**config.mk**
```make
export PLATFORM = sky130hd
export DESIGN_NAME = ext_cs_ctrl
export DESIGN_NICKNAME = d
export VERILOG_FILES = /design/src/rtl/ext_cs_pkg.sv /design/src/rtl/ext_cs_regs.sv /design/src/rtl/ext_cs_decode.sv /design/src/rtl/ext_cs_lanes.sv /design/src/rtl/ext_cs_ctrl.sv
export SDC_FILE = /design/constraint.sdc
export NUM_CORES = 1
export LEC_CHECK = 0
export ABC_AREA = 1
export BUFFER_PORTS_ARGS = -buffer_cell sky130_fd_sc_hd__buf_2
export CAP_MARGIN = 20
export CORE_UTILIZATION = 25
export CTS_BUF_LIST = sky130_fd_sc_hd__clkbuf_8
export CTS_CLUSTER_DIAMETER = 60
export DETAILED_ROUTE_END_ITERATION = 6
export HOLD_SLACK_MARGIN = 0.02
export SLEW_MARGIN = 30
export SYNTH_ARGS = -nofsm -noshare
export SYNTH_HDL_FRONTEND = slang
export SYNTH_SLANG_ARGS = --single-unit
```
**constraint.sdc**
```tcl
create_clock -name clk_i -period 5.1 [get_ports clk_i]
set_clock_uncertainty 0.15 [all_clocks]
set_input_delay 0.51 -clock clk_i [delete_from_list [all_inputs] [get_ports clk_i]]
set_output_delay 0.51 -clock clk_i [all_outputs]
set_load 0.02 [all_outputs]
```
**src/rtl/ext_cs_pkg.sv**
```systemverilog
package ext_cs_pkg;
  typedef enum logic [1:0] {SZ_BYTE = 2'd0, SZ_WORD = 2'd1, SZ_LONG = 2'd2} acc_size_e;
  typedef enum logic [1:0] {TGT_EXT = 2'd0, TGT_PERIPH = 2'd1, TGT_MEM = 2'd2} acc_tgt_e;
  typedef enum logic {ST_IDLE = 1'b0, ST_ACT = 1'b1} cs_state_e;
  localparam logic [3:0] BS_IDLE = 4'hF;
endpackage

```
**src/rtl/ext_cs_regs.sv**
```systemverilog
module ext_cs_regs #(
  parameter int unsigned NCS       = 8,
  parameter int unsigned AW        = 32,
  parameter int unsigned WW        = 4,
  parameter int unsigned BOOT_WAIT = 15,
  localparam int unsigned IW       = $clog2(NCS)
) (
  input  logic                       clk_i,
  input  logic                       rst_ni,
  input  logic                       we_i,
  input  logic [IW-1:0]              sel_i,
  input  logic                       en_i,
  input  logic [AW-1:0]              base_i,
  input  logic [AW-1:0]              mask_i,
  input  logic [WW-1:0]              wait_i,
  input  logic [1:0]                 port_i,
  input  logic                       burst_i,
  input  logic                       sdram_i,
  output logic [NCS-1:0]             en_o,
  output logic [NCS-1:0][AW-1:0]     base_o,
  output logic [NCS-1:0][AW-1:0]     mask_o,
  output logic [NCS-1:0][WW-1:0]     wait_o,
  output logic [NCS-1:0][1:0]        port_o,
  output logic [NCS-1:0]             burst_o,
  output logic [NCS-1:0]             sdram_o
);
  for (genvar k = 0; k < NCS; k++) begin : g_sel
    logic hit_wr;
    assign hit_wr = we_i && (sel_i == IW'(k));

    always_ff @(posedge clk_i or negedge rst_ni) begin
      if (!rst_ni) begin
        en_o[k]    <= (k == 0);
        base_o[k]  <= {AW{1'b0}};
        mask_o[k]  <= (k == 0) ? {AW{1'b0}} : {AW{1'b1}};
        wait_o[k]  <= (k == 0) ? WW'(BOOT_WAIT) : {WW{1'b0}};
        port_o[k]  <= (k == 0) ? 2'd2 : 2'd0;
        burst_o[k] <= 1'b0;
      end else if (hit_wr) begin
        en_o[k]    <= en_i;
        base_o[k]  <= base_i;
        mask_o[k]  <= mask_i;
        wait_o[k]  <= wait_i;
        port_o[k]  <= port_i;
        burst_o[k] <= burst_i;
      end
    end

    // SDRAM mode exists only on the top select
    if (k == NCS - 1) begin : g_sd
      always_ff @(posedge clk_i or negedge rst_ni) begin
        if (!rst_ni)     sdram_o[k] <= 1'b0;
        else if (hit_wr) sdram_o[k] <= sdram_i;
      end
    end else begin : g_nosd
      assign sdram_o[k] = 1'b0;
    end
  end
endmodule

```
**src/rtl/ext_cs_decode.sv**
```systemverilog
module ext_cs_decode #(
  parameter int unsigned NCS = 8,
  parameter int unsigned AW  = 32,
  localparam int unsigned IW = $clog2(NCS)
) (
  input  logic [AW-1:0]          addr_i,
  input  logic [NCS-1:0]         en_i,
  input  logic [NCS-1:0][AW-1:0] base_i,
  input  logic [NCS-1:0][AW-1:0] mask_i,
  output logic                   hit_o,
  output logic [IW-1:0]          idx_o
);
  logic [NCS-1:0] match;

  for (genvar k = 0; k < NCS; k++) begin : g_cmp
    assign match[k] = en_i[k] && ((addr_i & mask_i[k]) == (base_i[k] & mask_i[k]));
  end

  // scan downward so the lowest index is written last
  always_comb begin
    hit_o = 1'b0;
    idx_o = '0;
    for (int k = NCS - 1; k >= 0; k--) begin
      if (match[k]) begin
        hit_o = 1'b1;
        idx_o = IW'(k);
      end
    end
  end
endmodule

```
**src/rtl/ext_cs_lanes.sv**
```systemverilog
module ext_cs_lanes (
  input  logic [1:0] off_i,
  input  logic [1:0] size_i,
  output logic [3:0] lanes_o
);
  import ext_cs_pkg::*;

  // lane 3 carries the most significant byte (offset 0)
  always_comb begin
    unique case (size_i)
      SZ_BYTE: lanes_o = 4'b1000 >> off_i;
      SZ_WORD: lanes_o = off_i[1] ? 4'b0011 : 4'b1100;
      default: lanes_o = 4'b1111;
    endcase
  end
endmodule

```
**src/rtl/ext_cs_ctrl.sv**
```systemverilog
module ext_cs_ctrl
  import ext_cs_pkg::*;
#(
  parameter int unsigned NCS       = 8,
  parameter int unsigned AW        = 32,
  parameter int unsigned WW        = 4,
  parameter int unsigned BOOT_WAIT = 15,
  localparam int unsigned IW       = $clog2(NCS)
) (
  input  logic           clk_i,
  input  logic           rst_ni,
  input  logic           cfg_we_i,
  input  logic [IW-1:0]  cfg_sel_i,
  input  logic           cfg_en_i,
  input  logic [AW-1:0]  cfg_base_i,
  input  logic [AW-1:0]  cfg_mask_i,
  input  logic [WW-1:0]  cfg_wait_i,
  input  logic [1:0]     cfg_port_i,
  input  logic           cfg_burst_i,
  input  logic           cfg_sdram_i,
  input  logic           req_i,
  input  logic           req_we_i,
  input  logic [AW-1:0]  req_addr_i,
  input  logic [1:0]     req_size_i,
  input  logic [1:0]     req_tgt_i,
  output logic [NCS-1:0] cs_n_o,
  output logic           oe_rd_o,
  output logic [3:0]     bs_o,
  output logic           burst_o,
  output logic [1:0]     port_o,
  output logic           done_o
);
  logic [NCS-1:0]          en_v, burst_v, sdram_v;
  logic [NCS-1:0][AW-1:0]  base_v, mask_v;
  logic [NCS-1:0][WW-1:0]  wait_v;
  logic [NCS-1:0][1:0]     port_v;

  ext_cs_regs #(.NCS(NCS), .AW(AW), .WW(WW), .BOOT_WAIT(BOOT_WAIT)) u_regs (
    .clk_i, .rst_ni,
    .we_i(cfg_we_i), .sel_i(cfg_sel_i), .en_i(cfg_en_i), .base_i(cfg_base_i),
    .mask_i(cfg_mask_i), .wait_i(cfg_wait_i), .port_i(cfg_port_i),
    .burst_i(cfg_burst_i), .sdram_i(cfg_sdram_i),
    .en_o(en_v), .base_o(base_v), .mask_o(mask_v), .wait_o(wait_v),
    .port_o(port_v), .burst_o(burst_v), .sdram_o(sdram_v)
  );

  logic          hit;
  logic [IW-1:0] idx;

  ext_cs_decode #(.NCS(NCS), .AW(AW)) u_dec (
    .addr_i(req_addr_i), .en_i(en_v), .base_i(base_v), .mask_i(mask_v),
    .hit_o(hit), .idx_o(idx)
  );

  logic [3:0] lanes;

  ext_cs_lanes u_lanes (.off_i(req_addr_i[1:0]), .size_i(req_size_i), .lanes_o(lanes));

  // values the access will present, decided at acceptance
  logic [NCS-1:0] nx_cs_n;
  logic [3:0]     nx_bs;
  logic [WW-1:0]  nx_wait;
  logic           nx_burst;
  logic [1:0]     nx_port;

  always_comb begin
    nx_cs_n  = '1;
    nx_bs    = BS_IDLE;
    nx_wait  = '0;
    nx_burst = 1'b0;
    nx_port  = 2'd0;
    if (req_tgt_i == TGT_EXT && hit) begin
      nx_cs_n[idx] = 1'b0;
      nx_wait      = wait_v[idx];
      nx_burst     = burst_v[idx];
      nx_port      = port_v[idx];
      nx_bs        = sdram_v[idx] ? lanes : ~lanes;
    end else if (req_tgt_i == TGT_PERIPH) begin
      nx_bs = ~lanes;
    end
  end

  cs_state_e     state_q;
  logic [WW-1:0] cnt_q;
  logic          idle;

  assign idle   = (state_q == ST_IDLE);
  assign done_o = (state_q == ST_ACT) && (cnt_q == '0);

  always_ff @(posedge clk_i or negedge rst_ni) begin
    if (!rst_ni) begin
      state_q <= ST_IDLE;
      cnt_q   <= '0;
      cs_n_o  <= '1;
      bs_o    <= BS_IDLE;
      oe_rd_o <= 1'b1;
      burst_o <= 1'b0;
      port_o  <= 2'd0;
    end else if (idle) begin
      if (req_i) begin
        state_q <= ST_ACT;
        cnt_q   <= nx_wait;
        cs_n_o  <= nx_cs_n;
        bs_o    <= nx_bs;
        oe_rd_o <= req_we_i;
        burst_o <= nx_burst;
        port_o  <= nx_port;
      end
    end else if (cnt_q == '0) begin
      state_q <= ST_IDLE;
      cs_n_o  <= '1;
      bs_o    <= BS_IDLE;
      oe_rd_o <= 1'b1;
      burst_o <= 1'b0;
      port_o  <= 2'd0;
    end else begin
      cnt_q <= cnt_q - 1'b1;
    end
  end
endmodule

```
==> results.yml <==
clock_tree:
  cts_buffer_depth: 3
  post_cts_buffers: 0
  cts_sinks: 598
  cts_buffers: 100
  htreeDepth: 3
  root_buffer: "clkbuf_8"
  clkLatencyLatePin_ps: 740
  clk_pin_slew_ps: 60
  cts_tree: "yes"
yosys:
  syn_area_um2: 27690
  synth-async-reset-ratio: 1.000
  synthTopCellsByArea: "dfrtp_1 (32%), dfstp_2 (23%), nand2_1 (14%)"
  synth_common_cells: "nand2_1 (1061), o21ai_0 (567), dfrtp_1 (355), nor2_1 (246)"
  avgSynthCellArea_um2: 8.170
  syn_nets: 3507
  yosys.area.top_type: "dfrtp_1"
  ys_ff_latch: 598
  netlist_instances: 3389
  synth_most_common_cell: "nand2_1"
  synth-seq-area-share: 0.5515
  synth_top_cell_area_share: 0.3209
  yosys_warnings: 0
  synth-edff-count: 0
  synth.distinct_cells: 39
  synth_ff_type: "dfrtp_1"
sta:
  finalHoldViolations: 0
  tightest_slew_ps: 921.5
  slew_violations: 0
  setup_slack_ps: 1915
  tns_ps: 0
  fin_crit_ps: 3185
  fin_crit_sh: 0.6245
  fmax_mhz: 314.0
  finalSetupViolations: 0
  rsz0062_at_grt: "false"
  max-slew-margin-rel: 0.3856
cells_and_area:
  nNetsFinal: 3641
  fin_area_um2: 32230
  drive_above_1_share: 0.1759
  final.fill_count: 11800
  syn_to_final_growth_pct: 16.40
setup_path:
  critPathMaxFanout: 12
  worstPathCellList: "inv_1 -> o21ai_0 -> nand3_1 -> nor2_2 -> inv_1 -> nor2_1 -> nand2_1 -> nand2_1 -> nand2_1 -> nand2_1 -> nand2_1 -> nand2_1 -> nand2_1 -> nor2_2 -> nand2_2 -> o211ai_1 -> nand2_1 -> inv_1"
  critPathArrivalTime_ps: 3680
  crit_path_end_kind: "flop"
  cp_slowest_cell: "o21ai_0"
  cp-start-kind: "flop"
  timing.critical_path.mode_cell: "nand2_1"
  required_ps: 5600
  crit_type: "reg2reg"
  worst_path_largest_cell_delay_ps: 610
  path_buf_inv: 3
  path_delay_family: "simple AND/OR/NAND/NOR gates"
global_routing:
  grt_pass1_wl_mm: 126.4
  met2_usage: 0.2244
  track_usage: 0.1458
  use_met3: 0.02874
  antenna_found_initial: 18
  grt_max_degree: 147
  use_met1: 0.2000
  grt_overflow_total: 0
  grt_pass1_vias: 20900
  grt_busiest_layer: "met2"
placed_design:
  io_buffers: 133
  placed_cell_area_um2: 29710
  place_hpwl_mm: 55.56
  place.gp.congestion: 0.8502
  pre_cts_ws_ps: 1430
floorplan:
  die_y_um: 334.8
  io_pins: 134
  die_w_um: 334.8
  core_um2: 109300
  rows: 121
  fp.dieArea_um2: 112100
  start_util: 0.2533
detailed_routing:
  ant_nets: 0
  via_per_inst: 4.412
  drt_iter0_drc: 1968
  drc: 0
  wirelength_mm: 81.58
  vias: 22440
  wire_per_inst_um: 16.04
  dr.pass1.iters: 5
power_and_ir_drop:
  leakage_nw: 15.02
  peakVddDrop_mv: 0.1983
  p_per_area_nw_per_um2: 411.6
job:
  drv_cap: 0
status:
  status: "finished, final reports clean"
worst_hold_path:
  hp-class: "in2reg"
[through the flow]
stage                 util  power, mW  std cells  hold WS [ps]
finish              0.2948      13.26       5085         49.79
global route        0.2948      14.10       5084         58.02
CTS                 0.2944      13.40       5080         24.81
detailed placement  0.2718      8.962       4856         319.2
global placement    0.2717      8.879       4856         314.3
floorplan                -      8.047       3389         64.41
[flip-flops by register name, indices dropped and copies added, names as in the netlist, 2 cells and up]
register        cells
u_regs.port_o      16
bs_o                4
u_regs.en_o         8
u_regs.base_o     256
port_o              2
cnt_q               4
u_regs.mask_o     256
u_regs.burst_o      8
cs_n_o              8
u_regs.wait_o      32
[where the power goes]
part           internal [mW]  total (mW)  switching [mW]
logic                  0.893        2.42            1.53
clock network           2.32        4.35            2.04
registers               5.92        6.49           0.564
[cell type report]
type / instances / area (µm²) / area share
antenna: 4 / 10.01 / 0.0003106
clock buffer: 125 / 1720 / 0.05338
multi-input combinational: 2377 / 10780 / 0.3345
timing repair buffer: 192 / 1301 / 0.04038
sequential: 598 / 15270 / 0.4738
inverter: 254 / 953.4 / 0.02958
tap: 1476 / 1847 / 0.05730
clock inverter: 59 / 346.6 / 0.01075
[cell usage in the layout, fill, tap and decap left out, types with 5 or more instances in the layout]
cell | Yosys | layout
nand2_1 | 1061 | 1055
o21ai_0 | 567 | 567
dfrtp_1 | 355 | 355
inv_1 | 243 | 288
nor2_1 | 246 | 245
dfstp_2 | 243 | 243
nand3_1 | 211 | 210
buf_2 | 7 | 132
clkbuf_8 | 0 | 125
a21oi_1 | 72 | 72
or2_1 | 54 | 54
or2_2 | 47 | 47
dlygate4sd3_1 | 0 | 40
nand3b_1 | 19 | 19
buf_4 | 18 | 13
o21ai_1 | 11 | 11
inv_2 | 11 | 11
nand4_1 | 9 | 9
nand2_4 | 5 | 8
a21boi_0 | 8 | 8
o22ai_1 | 8 | 8
o211ai_1 | 8 | 8
nand2_2 | 7 | 7
nor2_2 | 5 | 6
or2_0 | 6 | 6
nand3_2 | 6 | 6
xor2_1 | 5 | 5
clkinv_2 | 0 | 5
buf_12 | 0 | 5
[kinds of logic after synthesis]
family	after synthesis	share of synthesized area
AND/OR/NAND/NOR	1685	0.2568
AO/OA/AOI/OAI	686	0.1273
flip-flops	598	0.5515
buffers and inverters	414	0.06241
XOR/XNOR	5	0.001582
adder cells (fa/ha/maj)	1	0.0004518
[tightest hold or removal path: cells and delay by family]
family | cells | cell delay [ps]
compound gates | 1 | 100
buf+inv | 2 | 280
[final timing paths]
| kind | from | end | slack, ps | depth (start not counted) |
|---|---|---|---|---|
| min in group asynchronous | rst_ni | u_regs.port_o[8] | 250 | 2 |
| min | cfg_mask_i[0] | u_regs.mask_o[224] | 50 | 3 |
| max reg2reg | u_regs.base_o[250] | bs_o[3] | 1920 | 18 |
| max | u_regs.base_o[250] | bs_o[3] | 1920 | 18 |
| max in group asynchronous | rst_ni | u_regs.base_o[209] | 3300 | 3 |
| min reg2reg | u_regs.wait_o[18] | u_regs.wait_o[18] | 330 | 2 |
[metal layers]
metal / vias up / share of wire
li1: 11150 / -
met1: 10590 / 0.46
met2: 538 / 0.45
met4: 14 / 0.033
met5: - / 0.0011
met3: 143 / 0.056
[repair_timing]
action                                 4_1_cts  5_1_grt
endpoints found under the hold margin      166        0
resized for setup                            0        0
hold buffers                                40        0
Power figures use the tool's default switching activity.
